## src/rtl/vreg_pkg.sv

```systemverilog
package vreg_pkg;
  typedef enum logic [2:0] {
    B_IDLE, B_ADDR, B_AACK, B_WR, B_WACK, B_RD, B_RACK
  } bstate_t;

  typedef enum logic [2:0] {
    M_SUB, M_REG, M_LIDX, M_LDAT, M_CIDX, M_CDAT
  } wmode_t;
endpackage

```

## src/rtl/vreg_line_sync.sv

```systemverilog
module vreg_line_sync #(
  parameter int STAGES = 2
) (
  input  logic clk,
  input  logic rst,
  input  logic scl_i,
  input  logic sda_i,
  output logic sda_s,
  output logic scl_rise,
  output logic scl_fall,
  output logic start_p,
  output logic stop_p
);
  logic [STAGES-1:0] scl_ff, sda_ff;
  logic scl_q, sda_q, scl_s;

  always_ff @(posedge clk) begin
    if (rst) begin
      scl_ff <= '1;
      sda_ff <= '1;
      scl_q  <= 1'b1;
      sda_q  <= 1'b1;
    end else begin
      scl_ff <= {scl_ff[STAGES-2:0], scl_i};
      sda_ff <= {sda_ff[STAGES-2:0], sda_i};
      scl_q  <= scl_ff[STAGES-1];
      sda_q  <= sda_ff[STAGES-1];
    end
  end

  assign scl_s    = scl_ff[STAGES-1];
  assign sda_s    = sda_ff[STAGES-1];
  assign scl_rise = scl_s & ~scl_q;
  assign scl_fall = ~scl_s & scl_q;
  // SDA edges while SCL stays high mark bus conditions
  assign start_p  = scl_s & scl_q & sda_q & ~sda_s;
  assign stop_p   = scl_s & scl_q & ~sda_q & sda_s;
endmodule

```

## src/rtl/vreg_byte_engine.sv

```systemverilog
module vreg_byte_engine
  import vreg_pkg::*;
#(
  parameter logic [6:0] DEV_ADDR = 7'h44
) (
  input  logic       clk,
  input  logic       rst,
  input  logic       sda_s,
  input  logic       scl_rise,
  input  logic       scl_fall,
  input  logic       start_p,
  input  logic       stop_p,
  input  logic [7:0] tx_data,
  output logic       sda_oe,
  output logic [7:0] rx_byte,
  output logic       rx_valid,
  output logic       wr_begin,
  output logic       rd_next
);
  bstate_t    st;
  logic [3:0] bcnt;
  logic [7:0] sr, tx;
  logic       rw, more, ack_drv, dat_drv;

  assign sda_oe = ack_drv | (dat_drv & ~tx[7]);

  always_ff @(posedge clk) begin
    if (rst) begin
      st <= B_IDLE; bcnt <= '0; sr <= '0; tx <= '0; rw <= 1'b0;
      more <= 1'b0; ack_drv <= 1'b0; dat_drv <= 1'b0; rx_byte <= '0;
      rx_valid <= 1'b0; wr_begin <= 1'b0; rd_next <= 1'b0;
    end else begin
      rx_valid <= 1'b0;
      wr_begin <= 1'b0;
      rd_next  <= 1'b0;
      if (start_p) begin
        st <= B_ADDR; bcnt <= '0; ack_drv <= 1'b0; dat_drv <= 1'b0;
      end else if (stop_p) begin
        st <= B_IDLE; ack_drv <= 1'b0; dat_drv <= 1'b0;
      end else begin
        case (st)
          B_ADDR: begin
            if (scl_rise) begin
              sr <= {sr[6:0], sda_s}; bcnt <= bcnt + 4'd1;
            end else if (scl_fall && bcnt == 4'd8) begin
              if (sr[7:1] == DEV_ADDR) begin
                ack_drv <= 1'b1; rw <= sr[0]; st <= B_AACK;
                wr_begin <= ~sr[0];
              end else begin
                st <= B_IDLE;
              end
            end
          end
          B_AACK: if (scl_fall) begin
            ack_drv <= 1'b0; bcnt <= '0;
            if (rw) begin
              tx <= tx_data; dat_drv <= 1'b1; st <= B_RD;
            end else begin
              st <= B_WR;
            end
          end
          B_WR: begin
            if (scl_rise) begin
              sr <= {sr[6:0], sda_s}; bcnt <= bcnt + 4'd1;
            end else if (scl_fall && bcnt == 4'd8) begin
              ack_drv <= 1'b1; rx_byte <= sr; rx_valid <= 1'b1; st <= B_WACK;
            end
          end
          B_WACK: if (scl_fall) begin
            ack_drv <= 1'b0; bcnt <= '0; st <= B_WR;
          end
          B_RD: begin
            if (scl_rise) begin
              bcnt <= bcnt + 4'd1;
            end else if (scl_fall) begin
              if (bcnt == 4'd8) begin
                dat_drv <= 1'b0; rd_next <= 1'b1; st <= B_RACK;
              end else begin
                tx <= {tx[6:0], 1'b0};
              end
            end
          end
          B_RACK: begin
            if (scl_rise) begin
              more <= ~sda_s;
            end else if (scl_fall) begin
              if (more) begin
                tx <= tx_data; dat_drv <= 1'b1; bcnt <= '0; st <= B_RD;
              end else begin
                st <= B_IDLE;
              end
            end
          end
          default: st <= B_IDLE;
        endcase
      end
    end
  end
endmodule

```

## src/rtl/vreg_access_router.sv

```systemverilog
module vreg_access_router
  import vreg_pkg::*;
#(
  parameter logic [7:0] STAT_A  = 8'h00,
  parameter logic [7:0] STAT_B  = 8'h01,
  parameter logic [7:0] LUT_SUB = 8'hFF,
  parameter logic [7:0] CUR_SUB = 8'hFE,
  parameter int         NBANK   = 3
) (
  input  logic             clk,
  input  logic             rst,
  input  logic             start_p,
  input  logic             wr_begin,
  input  logic             rx_valid,
  input  logic [7:0]       rx_byte,
  input  logic             rd_next,
  input  logic             mem_pd,
  output logic [7:0]       reg_addr,
  output logic             reg_we,
  output logic [7:0]       reg_wdata,
  output logic [NBANK-1:0] lut_we,
  output logic [7:0]       lut_addr,
  output logic [7:0]       lut_wdata,
  output logic             cur_we,
  output logic [7:0]       cur_addr,
  output logic [7:0]       cur_wdata
);
  localparam int BW = (NBANK > 1) ? $clog2(NBANK) : 1;
  localparam logic [NBANK-1:0] FIRST = {{(NBANK-1){1'b0}}, 1'b1};

  wmode_t        mode;
  logic [7:0]    sub, lptr, cptr;
  logic [BW-1:0] bank;
  logic          inc_pend;

  assign reg_addr = sub;

  always_ff @(posedge clk) begin
    if (rst) begin
      mode <= M_SUB; sub <= '0; lptr <= '0; cptr <= '0; bank <= '0;
      inc_pend <= 1'b0; reg_we <= 1'b0; reg_wdata <= '0;
      lut_we <= '0; lut_addr <= '0; lut_wdata <= '0;
      cur_we <= 1'b0; cur_addr <= '0; cur_wdata <= '0;
    end else begin
      reg_we   <= 1'b0;
      lut_we   <= '0;
      cur_we   <= 1'b0;
      inc_pend <= 1'b0;
      if (inc_pend) sub <= sub + 8'd1;
      if (start_p) bank <= '0;
      if (wr_begin) begin
        mode <= M_SUB;
      end else if (rd_next) begin
        sub <= sub + 8'd1;
      end else if (rx_valid) begin
        case (mode)
          M_SUB: begin
            sub <= rx_byte;
            if (rx_byte == LUT_SUB)      mode <= M_LIDX;
            else if (rx_byte == CUR_SUB) mode <= M_CIDX;
            else                         mode <= M_REG;
          end
          M_REG: begin
            reg_we    <= (sub != STAT_A) && (sub != STAT_B);
            reg_wdata <= rx_byte;
            inc_pend  <= 1'b1;
          end
          M_LIDX: begin
            lptr <= rx_byte; bank <= '0; mode <= M_LDAT;
          end
          M_LDAT: begin
            lut_we    <= mem_pd ? '0 : (FIRST << bank);
            lut_addr  <= lptr;
            lut_wdata <= rx_byte;
            if (bank == BW'(NBANK - 1)) begin
              bank <= '0; lptr <= lptr + 8'd1;
            end else begin
              bank <= bank + BW'(1);
            end
          end
          M_CIDX: begin
            cptr <= rx_byte; mode <= M_CDAT;
          end
          M_CDAT: begin
            cur_we    <= ~mem_pd;
            cur_addr  <= cptr;
            cur_wdata <= rx_byte;
            cptr      <= cptr + 8'd1;
          end
          default: mode <= M_SUB;
        endcase
      end
    end
  end
endmodule

```

## src/rtl/vreg_i2c_port.sv

```systemverilog
module vreg_i2c_port #(
  parameter logic [6:0] DEV_ADDR    = 7'h44,
  parameter int         SYNC_STAGES = 2,
  parameter logic [7:0] STAT_A      = 8'h00,
  parameter logic [7:0] STAT_B      = 8'h01,
  parameter logic [7:0] LUT_SUB     = 8'hFF,
  parameter logic [7:0] CUR_SUB     = 8'hFE,
  parameter int         NBANK       = 3
) (
  input  logic             clk,
  input  logic             rst,
  input  logic             scl_i,
  input  logic             sda_i,
  output logic             sda_oe,
  input  logic             mem_pd,
  output logic [7:0]       reg_addr,
  output logic             reg_we,
  output logic [7:0]       reg_wdata,
  input  logic [7:0]       reg_rdata,
  output logic [NBANK-1:0] lut_we,
  output logic [7:0]       lut_addr,
  output logic [7:0]       lut_wdata,
  output logic             cur_we,
  output logic [7:0]       cur_addr,
  output logic [7:0]       cur_wdata
);
  logic       sda_s, scl_rise, scl_fall, start_p, stop_p;
  logic [7:0] rx_byte;
  logic       rx_valid, wr_begin, rd_next;

  vreg_line_sync #(.STAGES(SYNC_STAGES)) u_sync (
    .clk(clk), .rst(rst), .scl_i(scl_i), .sda_i(sda_i), .sda_s(sda_s),
    .scl_rise(scl_rise), .scl_fall(scl_fall), .start_p(start_p), .stop_p(stop_p)
  );

  vreg_byte_engine #(.DEV_ADDR(DEV_ADDR)) u_eng (
    .clk(clk), .rst(rst), .sda_s(sda_s), .scl_rise(scl_rise), .scl_fall(scl_fall),
    .start_p(start_p), .stop_p(stop_p), .tx_data(reg_rdata), .sda_oe(sda_oe),
    .rx_byte(rx_byte), .rx_valid(rx_valid), .wr_begin(wr_begin), .rd_next(rd_next)
  );

  vreg_access_router #(
    .STAT_A(STAT_A), .STAT_B(STAT_B), .LUT_SUB(LUT_SUB), .CUR_SUB(CUR_SUB), .NBANK(NBANK)
  ) u_route (
    .clk(clk), .rst(rst), .start_p(start_p), .wr_begin(wr_begin), .rx_valid(rx_valid),
    .rx_byte(rx_byte), .rd_next(rd_next), .mem_pd(mem_pd), .reg_addr(reg_addr),
    .reg_we(reg_we), .reg_wdata(reg_wdata), .lut_we(lut_we), .lut_addr(lut_addr),
    .lut_wdata(lut_wdata), .cur_we(cur_we), .cur_addr(cur_addr), .cur_wdata(cur_wdata)
  );
endmodule

```

## config.mk

```make
export PLATFORM = sky130hd
export DESIGN_NAME = vreg_i2c_port
export DESIGN_NICKNAME = d
export VERILOG_FILES = /design/src/rtl/vreg_pkg.sv /design/src/rtl/vreg_line_sync.sv /design/src/rtl/vreg_byte_engine.sv /design/src/rtl/vreg_access_router.sv /design/src/rtl/vreg_i2c_port.sv
export SDC_FILE = /design/constraint.sdc
export NUM_CORES = 1
export LEC_CHECK = 0
export BUFFER_PORTS_ARGS = -buffer_cell sky130_fd_sc_hd__buf_4
export CAP_MARGIN = 25
export CELL_PAD_IN_SITES_DETAIL_PLACEMENT = 2
export CELL_PAD_IN_SITES_GLOBAL_PLACEMENT = 2
export CORE_AREA = 2 2 147 149
export CTS_CLUSTER_DIAMETER = 50
export CTS_CLUSTER_SIZE = 25
export DETAILED_ROUTE_END_ITERATION = 16
export DIE_AREA = 0 0 149 151
export PLACE_DENSITY_LB_ADDON = 0.1
export SLEW_MARGIN = 20
export SYNTH_ARGS = -nofsm -noshare
export SYNTH_HDL_FRONTEND = slang
export SYNTH_SLANG_ARGS = --single-unit
```

## constraint.sdc

```tcl
create_clock -name clk -period 2.5 [get_ports clk]
set_input_delay 0.125 -clock clk [delete_from_list [all_inputs] [get_ports clk]]
set_output_delay 0.125 -clock clk [all_outputs]
set_load 0.01 [all_outputs]
```

### Word-level counts from Yosys, hierarchy flattened

Index checks and enable logic that the tools add are counted.

| word-level totals | value |
|---|---|
| output and inout port bits | 54 |
| register bits | 119 |
| input port bits | 13 |
| logic and storage cells | 222 |

| operators by class | value |
|---|---|
| reductions and logical operators | 39 |
| bitwise logic cells | 32 |
| add/subtract/negate cells | 5 |
| muxes and demuxes | 68 |
| shifts and indexed selects | 1 |
| equal/unequal tests | 46 |

Operators with widths:

| operator | count |
|---|---|
| $mux W8 | 14 |
| $mux W3 | 15 |
| $reduce_and A11 Y1 | 3 |
| $pmux W8 S2 | 2 |
| $ne A4 B3 Y1 const B | 7 |
| $ne A2 B1 Y1 const B | 13 |
| $add A8 B1 Y8 const B | 3 |
| $pmux W8 S3 | 1 |
| $reduce_and A4 Y1 | 6 |
| $not A1 Y1 | 23 |
| $mux W4 | 5 |
| $mux W1 | 19 |
| $pmux W3 S6 | 1 |
| $eq A8 B8 Y1 const B | 2 |
| $ne A4 B4 Y1 const B | 4 |
| $eq A3 B3 Y1 const B | 5 |
| $reduce_or A5 Y1 | 3 |
| $reduce_and A7 Y1 | 2 |
| $eq A3 B2 Y1 const B | 4 |
| $mux W2 | 6 |
| $pmux W3 S4 | 1 |
| $pmux W4 S3 | 1 |
| $reduce_or A6 Y1 | 2 |
| $ne A2 B2 Y1 const B | 5 |
| other kinds (25) | 44 |

### Longest topological paths before layout

Gate-level depths: netlist of run 1.

| depth | value |
|---|---|
| depth after elaboration | 8 |
| depth in mapped cells | 8 |
| mapped depth without buffers | 7 |

### By module

Synthesis of run 1 repeated with hierarchy kept, for this count alone.

| unflattened totals | value |
|---|---|
| cells, all modules | 671 |
| area, all modules | 5753.0 sq um |

By module, submodules not included:

| module | cells each | times used | area an instance (sq um) | sequential area each (sq um) |
|---|---|---|---|---|
| vreg_access_router | 433 | 1 | 3634.7 | 1501.4 |
| vreg_byte_engine | 222 | 1 | 1928.1 | 760.7 |
| vreg_line_sync | 16 | 1 | 190.2 | 120.1 |

### Worst setup path before layout of run 1

No wires, ideal clock.

| timing path | value |
|---|---|
| path kind | reg-to-reg |
| start point | register u_eng.st[0] |
| end point | register u_eng.tx[5] |
| arrival time | 1.620 ns |
| period minus slack after synthesis | 1.700 ns |
| buffers on the path | 2 |
| data required time | 2.421 ns |
| slack | 0.800 ns |
| stages on the path, launching flop included | 8 |
| library setup time | 0.079 ns |
| cell sequence | dfxtp_1 > buf_6 > and2b_2 > o21ai_2 > a2111oi_4 > buf_6 > nor2_1 > a211oi_2 |

| between the ends | value |
|---|---|
| word-level cells in the longest chain between the ends | 3 |
| elaborated cells between the ends (all ways) | 14 |
| classes of those cells | eq/ne (11); mux (1); reduce/logical (2) |

RTL lines:

| item | RTL line | RTL |
|---|---|---|
| start: declaration | vreg_byte_engine.sv:20 | `bstate_t st;` |
| start signal: assignment | vreg_byte_engine.sv:29 | `st <= B_IDLE; bcnt <= '0; sr <= '0; tx <= '0; rw <= 1'b0;` |
| start signal: assignment | vreg_byte_engine.sv:37 | `st <= B_ADDR; bcnt <= '0; ack_drv <= 1'b0; dat_drv <= 1'b0;` |
| start signal: assignment | vreg_byte_engine.sv:39 | `st <= B_IDLE; ack_drv <= 1'b0; dat_drv <= 1'b0;` |
| $eq A3 B3 Y1 or $eq A3 B2 Y1 (tied branches) | vreg_byte_engine.sv:41 | `case (st)` |
| $ne A2 B2 Y1 (no line), or another cell as far along | -- |  |
| $reduce_and A11 Y1 (no line) | -- |  |
| end signal: assignment | vreg_byte_engine.sv:79 | `tx <= {tx[6:0], 1'b0};` |
| end: declaration | vreg_byte_engine.sv:22 | `logic [7:0] sr, tx;` |

Parallel ways exist; a longest one is shown, timed or not.
A chain may end at the register's enable or synchronous reset.

### Final worst setup path of run 1

| timing path | value |
|---|---|
| start point | register u_eng.st[1] |
| end point | register u_eng.tx[4] |

Same word-level chain as after synthesis.

==> results of run 1 <==
## cells by family after synthesis
group / Yosys count / share of synthesized area [%]
and+or+nand+nor: 284 / 24.41
muxes: 28 / 5.016
buffers and inverters: 67 / 4.971
adders and majority gates: 7 / 1.567
DFF: 119 / 42.63
AOI/OAI and AO/OA: 164 / 18.74
xor gates and xnor gates: 17 / 2.665
## per-stage QoR
| step | hold WS (ps) | setup WS [ps] | instances | total power, mW | util [%] |
|---|---|---|---|---|---|
| final | 73.51 | 358.9 | 1030 | 4.502 | 33.62 |
| after global routing | 78.00 | 171.0 | 1030 | 4.671 | 33.62 |
| after CTS | 57.89 | 336.9 | 1030 | 4.579 | 33.62 |
| after detailed placement | 315.0 | 363.3 | 994 | 2.078 | 30.60 |
| after global placement | 316.8 | 517.6 | 994 | 2.074 | 30.60 |
| after floorplan | 203.5 | 800.4 | 686 | 2.032 | - |
## synthesized netlist by cell type, drive strengths merged (3+ instances only)
library cell	count
ha	7
nand2b	5
xnor2	5
and3b	3
o21ai	28
a2bb2oi	3
a21o	3
nand2	103
a211oi	15
and3	10
or2	9
nand3b	6
or3	3
o21a	4
nand4	9
dfxtp	119
mux2i	28
a21oi	75
nor3	14
a2111oi	5
a31oi	5
nor2	77
inv	12
nor4	6
nand3	15
nor3b	6
a22oi	4
clkbuf	44
a22o	3
buf	11
a221oi	4
nor2b	4
xor2	12
## worst max-delay path, cell delays in order (launching register included)
cell and delay, ps:
dfxtp_1 640, and2b_2 320, o21ai_2 100, a2111oi_4 390, buf_4 280, nor2_1 60
a211oi_1 250
## metal layers
layer | global-route usage (%) | wire length [um] | vias up
met2 | 30.53 | 9458 | 41
met3 | 3.434 | 339 | 9
met4 | 3.857 | 133 | 0
met1 | 21.21 | 8468 | 2641
li1 | - | - | 2512
met5 | 0 | 0 | -
## timing repair
action / 4_1_cts / 5_1_grt
endpoints found under the setup margin: 0 / 0
endpoints found under the hold margin: 5 / 0
hold buffers: 4 / 0
## state kept, by name (all words and copies together), names as in the netlist, 3 cells and up
name / count
u_route.mode: 3
u_route.lptr: 8
u_route.cur_wdata: 8
u_route.lut_addr: 8
u_route.cur_addr: 8
u_eng.st: 3
u_route.lut_wdata: 8
u_eng.bcnt: 4
u_eng.tx: 8
u_route.cptr: 8
u_route.lut_we: 3
u_eng.rx_byte: 8
u_eng.sr: 8
u_route.reg_wdata: 8
u_route.reg_addr: 8
## report_power, final
part	internal, mW	total, mW	leakage (nW)	switching, mW
Sequential	1.91	1.93	0.960	0.0202
Clock	1.57	2.46	0.280	0.891
Combinational	0.0504	0.115	1.48	0.0647
Total	3.53	4.50	2.72	0.976
## worst paths after layout
path | from | to | slack [ps] | cells past startpoint
worst min-delay path | reg_rdata[1] | u_eng.tx[1] | 70 | 3
worst min register to register | u_sync.scl_ff[0] | u_sync.scl_ff[1] | 420 | 1
worst max-delay path | u_eng.st[1] | u_eng.tx[4] | 360 | 6
worst max register to register | u_eng.st[1] | u_eng.tx[4] | 360 | 6
## cell type report
cell class	instances	area (um2)	share of cell area (%)
Clock buffer	25	495.5	7.078
Clock inverter	7	92.59	1.323
Inverter	12	45.04	0.6434
Multi-Input combinational cell	500	2928	41.82
Sequential cell	119	2382	34.03
Tap cell	275	344.1	4.915
Timing Repair Buffer	92	713.2	10.19
==> metrics.txt, run 1 <==
DRT iter0 DRCs=209; initial antenna violation count=0; RSZ-0062 raised after global routing=false; top post-synthesis cells by area=dfxtp_1, nand2_1, a21oi_1; Layout Skew=8.154 ps; Leak=2.719 nW; total power per unit cell area=643.1 mW/mm2; peak supply drop=0.4624 mV; die area=0.02250 mm2; Yosys cell types=64; Worst setup SP type=register; cell area after synthesis=0.005588 mm2; maxcap violations=0; H-tree levels=4; most frequent cells in the layout=dfxtp_1, nand2_1, buf_4, nor2_1, a21oi_1; Hold Path Class=input port to register; layout cell share with drive strength beyond 1=18.41%; grt ovf=0; WL per Instance=17.86 um; async set-or-reset flop fraction in the synthesized netlist=0%; number of nets still failing antenna checks after routing=0; Nets=762; post-cts sizing count=0; Main synth FF type=dfxtp_1; count of pins over their slew limit=0; Die X-Extent=149 um; status=finished clean; Clock Latency Late Sink=410 ps; Slew HR=47.89%; fmax=467.0 MHz; Seq cells post-synth=119; root buffer cell=clkbuf_16; vias per cell=5.051; cell taking the most area after synthesis=dfxtp_1; Initial Utilization=26.84%; fin crit share=85.65%; Post-CTS Setup Inserts=0; post-synth top area share=42.63%; vias in the first global route=5,567; Layout area overhead=25.28%; Yosys warning total=0; Max clock buf depth=2; Placed Area=0.006372 mm2; # DRC=0; TritonCTS clock tree=built; PortBufs=66; Clock Pin Slew Worst Setup and Hold Paths=60 ps; cell count after synthesis=686; TritonCTS buffer count=17; largest net degree at the start of global routing=56; IO Pins=67; sequential cell area fraction in the yosys report=42.63%; min Tclk post-route=2141 ps; number of fillers in the final layout=2,412; Chip Height=151 um; site row count=53; Critical Path Fanout Max=16; setup TNS=0 ps; WS Path Type=register to register; critical path capture point type=register; Critical Path RT=2810 ps; syn avg cell area=8.146 um2; Core Region=0.02082 mm2; Worst EP arrival=2450 ps; GR Util All Layers=17.09%; first-pass GRT wire length=29,810 um; Slew @ Worst Pin=780.6 ps; HPWL Detailed=12,560 um; final hold violations=0; Vias=5,203; commonest non-fill, non-tap cell in the layout=dfxtp_1; Final GP Congestion=0.7690; antenna diode count=0; Syn Nets=706; # setup viols final=0; Sink Count=119; Post-synth EDFFs=0; Final Cell Area=0.007000 mm2; DRT Wirelength=18,400 um; drt pass-1 iters=4
No activity file was read; power rests on OpenSTA's default activity.
==> run 2: changes to the inputs <==
--- a/config.mk
+++ b/config.mk
@@ -5,7 +5,7 @@
 export SDC_FILE = /design/constraint.sdc
 export NUM_CORES = 1
 export LEC_CHECK = 0
-export BUFFER_PORTS_ARGS = -buffer_cell sky130_fd_sc_hd__buf_4
+export BUFFER_PORTS_ARGS = -buffer_cell sky130_fd_sc_hd__buf_2
 export CAP_MARGIN = 25
 export CELL_PAD_IN_SITES_DETAIL_PLACEMENT = 2
 export CELL_PAD_IN_SITES_GLOBAL_PLACEMENT = 2
==> metrics.txt, run 2 (same netlist as run 1, synthesis figures left out) <==
status=finished clean (unchanged); clock share of power=55.5% (was 54.7%); Nets=763 (was 762); TritonCTS buffer count=17 (unchanged); vias per cell=5.036 (was 5.051); H-tree levels=4 (unchanged); Final GP Congestion=0.7750 (was 0.7690); die area=0.02250 mm2 (unchanged); final hold violations=0 (unchanged); Post-CTS Setup Inserts=0 (unchanged); critical path capture point type=register (unchanged); WL per Instance=17.89 um (was 17.86 um); # setup viols final=0 (unchanged); Max clock buf depth=2 (unchanged); total power per unit cell area=667.1 mW/mm2 (was 643.1 mW/mm2); grt ovf=0 (unchanged); DRT iter0 DRCs=212 (was 209); DRT Wirelength=18,450 um (was 18,400 um); maxcap violations=0 (unchanged); peak supply drop=0.4898 mV (was 0.4624 mV); drt pass-1 iters=4 (unchanged); Leak=2.732 nW (was 2.719 nW); Chip Height=151 um (unchanged); Die X-Extent=149 um (unchanged); vias in the first global route=5,651 (was 5,567); fin util=32.95% (was 33.62%); layout cell share with drive strength beyond 1=18.92% (was 18.41%); site row count=53 (unchanged); # DRC=0 (unchanged); Sink Count=119 (unchanged); Seq pwr share=41.9% (was 42.8%); Layout Skew=9.072 ps (was 8.154 ps); PortBufs=66 (unchanged); Worst setup SP type=register (unchanged); Initial Utilization=26.84% (unchanged); setup TNS=0 ps (unchanged); Vias=5,192 (was 5,203); Clock Pin Slew Worst Setup and Hold Paths=60 ps (about the same); Slew HR=49.10% (was 47.89%); first-pass GRT wire length=30,170 um (was 29,810 um); Worst EP arrival=2420 ps (was 2450 ps); WS Path Type=register to register (unchanged); HPWL Detailed=12,670 um (was 12,560 um); number of nets still failing antenna checks after routing=0 (unchanged); IO Pins=67 (unchanged); most frequent cells in the layout=dfxtp_1, nand2_1, nor2_1, a21oi_1, buf_2 (was dfxtp_1, nand2_1, buf_4, nor2_1, a21oi_1); Hold Path Class=input port to register (unchanged); commonest non-fill, non-tap cell in the layout=dfxtp_1 (unchanged); Placed Area=0.006217 mm2 (was 0.006372 mm2); Layout area overhead=22.79% (was 25.28%); root buffer cell=clkbuf_16 (unchanged); GR Util All Layers=17.24% (was 17.09%); Slew @ Worst Pin=762.4 ps (was 780.6 ps); post-cts sizing count=0 (unchanged); Sw Share=22.94% (was 21.67%); TritonCTS clock tree=built (unchanged); total power=4.577 mW (was 4.502 mW); Comb pwr share=2.6% (about the same); antenna diode count=0 (unchanged); initial antenna violation count=0 (unchanged); Critical Path RT=2830 ps (was 2810 ps); Clock Latency Late Sink=420 ps (was 410 ps); min Tclk post-route=2090 ps (was 2141 ps); Final Cell Area=0.006862 mm2 (was 0.007000 mm2); largest net degree at the start of global routing=61 (was 56); Core Region=0.02082 mm2 (unchanged); count of pins over their slew limit=0 (unchanged); fin crit share=83.62% (was 85.65%); fmax=478.4 MHz (was 467.0 MHz); Internal=3.527 mW (was 3.526 mW); Switch Pwr=1.050 mW (was 0.9757 mW); Critical Path Fanout Max=18 (was 16); RSZ-0062 raised after global routing=false (unchanged)
-- run 2: cell types whose count changed in the layout (fill, tap and decap cells not counted), sizes merged --
cell	previous run	this run
buf	88	89
bufinv	2	3
inv	12	15
clkbuf	25	18
clkinv	2	5
-- run 2: path summary, 6_finish.rpt --
kind                     from                to  depth (start not counted)  slack, ps
max               u_eng.st[0]       u_eng.tx[7]                          6        410
min              reg_rdata[3]       u_eng.tx[3]                          3         60
max reg2reg       u_eng.st[0]       u_eng.tx[7]                          6        410
min reg2reg  u_sync.scl_ff[0]  u_sync.scl_ff[1]                          1        420
-- run 2: routing by layer --
layer / global-route usage, % / routed length (um)
met2: 29.88 / 9226
met5: 0 / 0
met1: 21.49 / 8515
met4: 5.952 / 287
met3: 3.223 / 416
-- run 2: area by class of cell --
class / count / area, um2
multi-input cells: 500 / 2928
well taps: 275 / 344.1
inverters: 12 / 45.04
flip-flops and latches: 119 / 2382
clock inverters: 14 / 175.2
repair buffers: 93 / 558.0
clock buffers: 18 / 429.2
fillers: 2421 / 13960
-- run 2: worst max-delay path, cell delays in order, from the launching register on --
cell,delay (ps)
dfxtp_1,680
and4bb_2,320
o21ai_2,70
a2111oi_4,370
buf_4,270
nor2_1,60
a211oi_1,230
-- run 2: power by group through the flow --
stage	clock network [mW]	registers, mW	logic [mW]
after CTS	2.63	1.92	0.122
after global placement	0	1.96	0.112
final	2.54	1.92	0.119
after floorplan	0	1.95	0.0810
after detailed placement	0	1.96	0.116
after global routing	2.71	1.92	0.133
-- run 2: per-stage QoR --
step / worst slack (ps) / instances / hold slack [ps]
after floorplan: 800.4 / 686 / 203.5
after global placement: 519.8 / 995 / 314.6
after detailed placement: 423.6 / 995 / 320.3
after CTS: 376.6 / 1031 / 38.75
after global routing: 145.8 / 1031 / 56.21
final: 409.5 / 1031 / 58.65
-- run 2: timing repair --
| action | 4_1_cts | 5_1_grt |
|---|---|---|
| hold buffers | 4 | 0 |
| setup endpoints to repair | 0 | 0 |
| endpoints found under the hold margin | 5 | 0 |
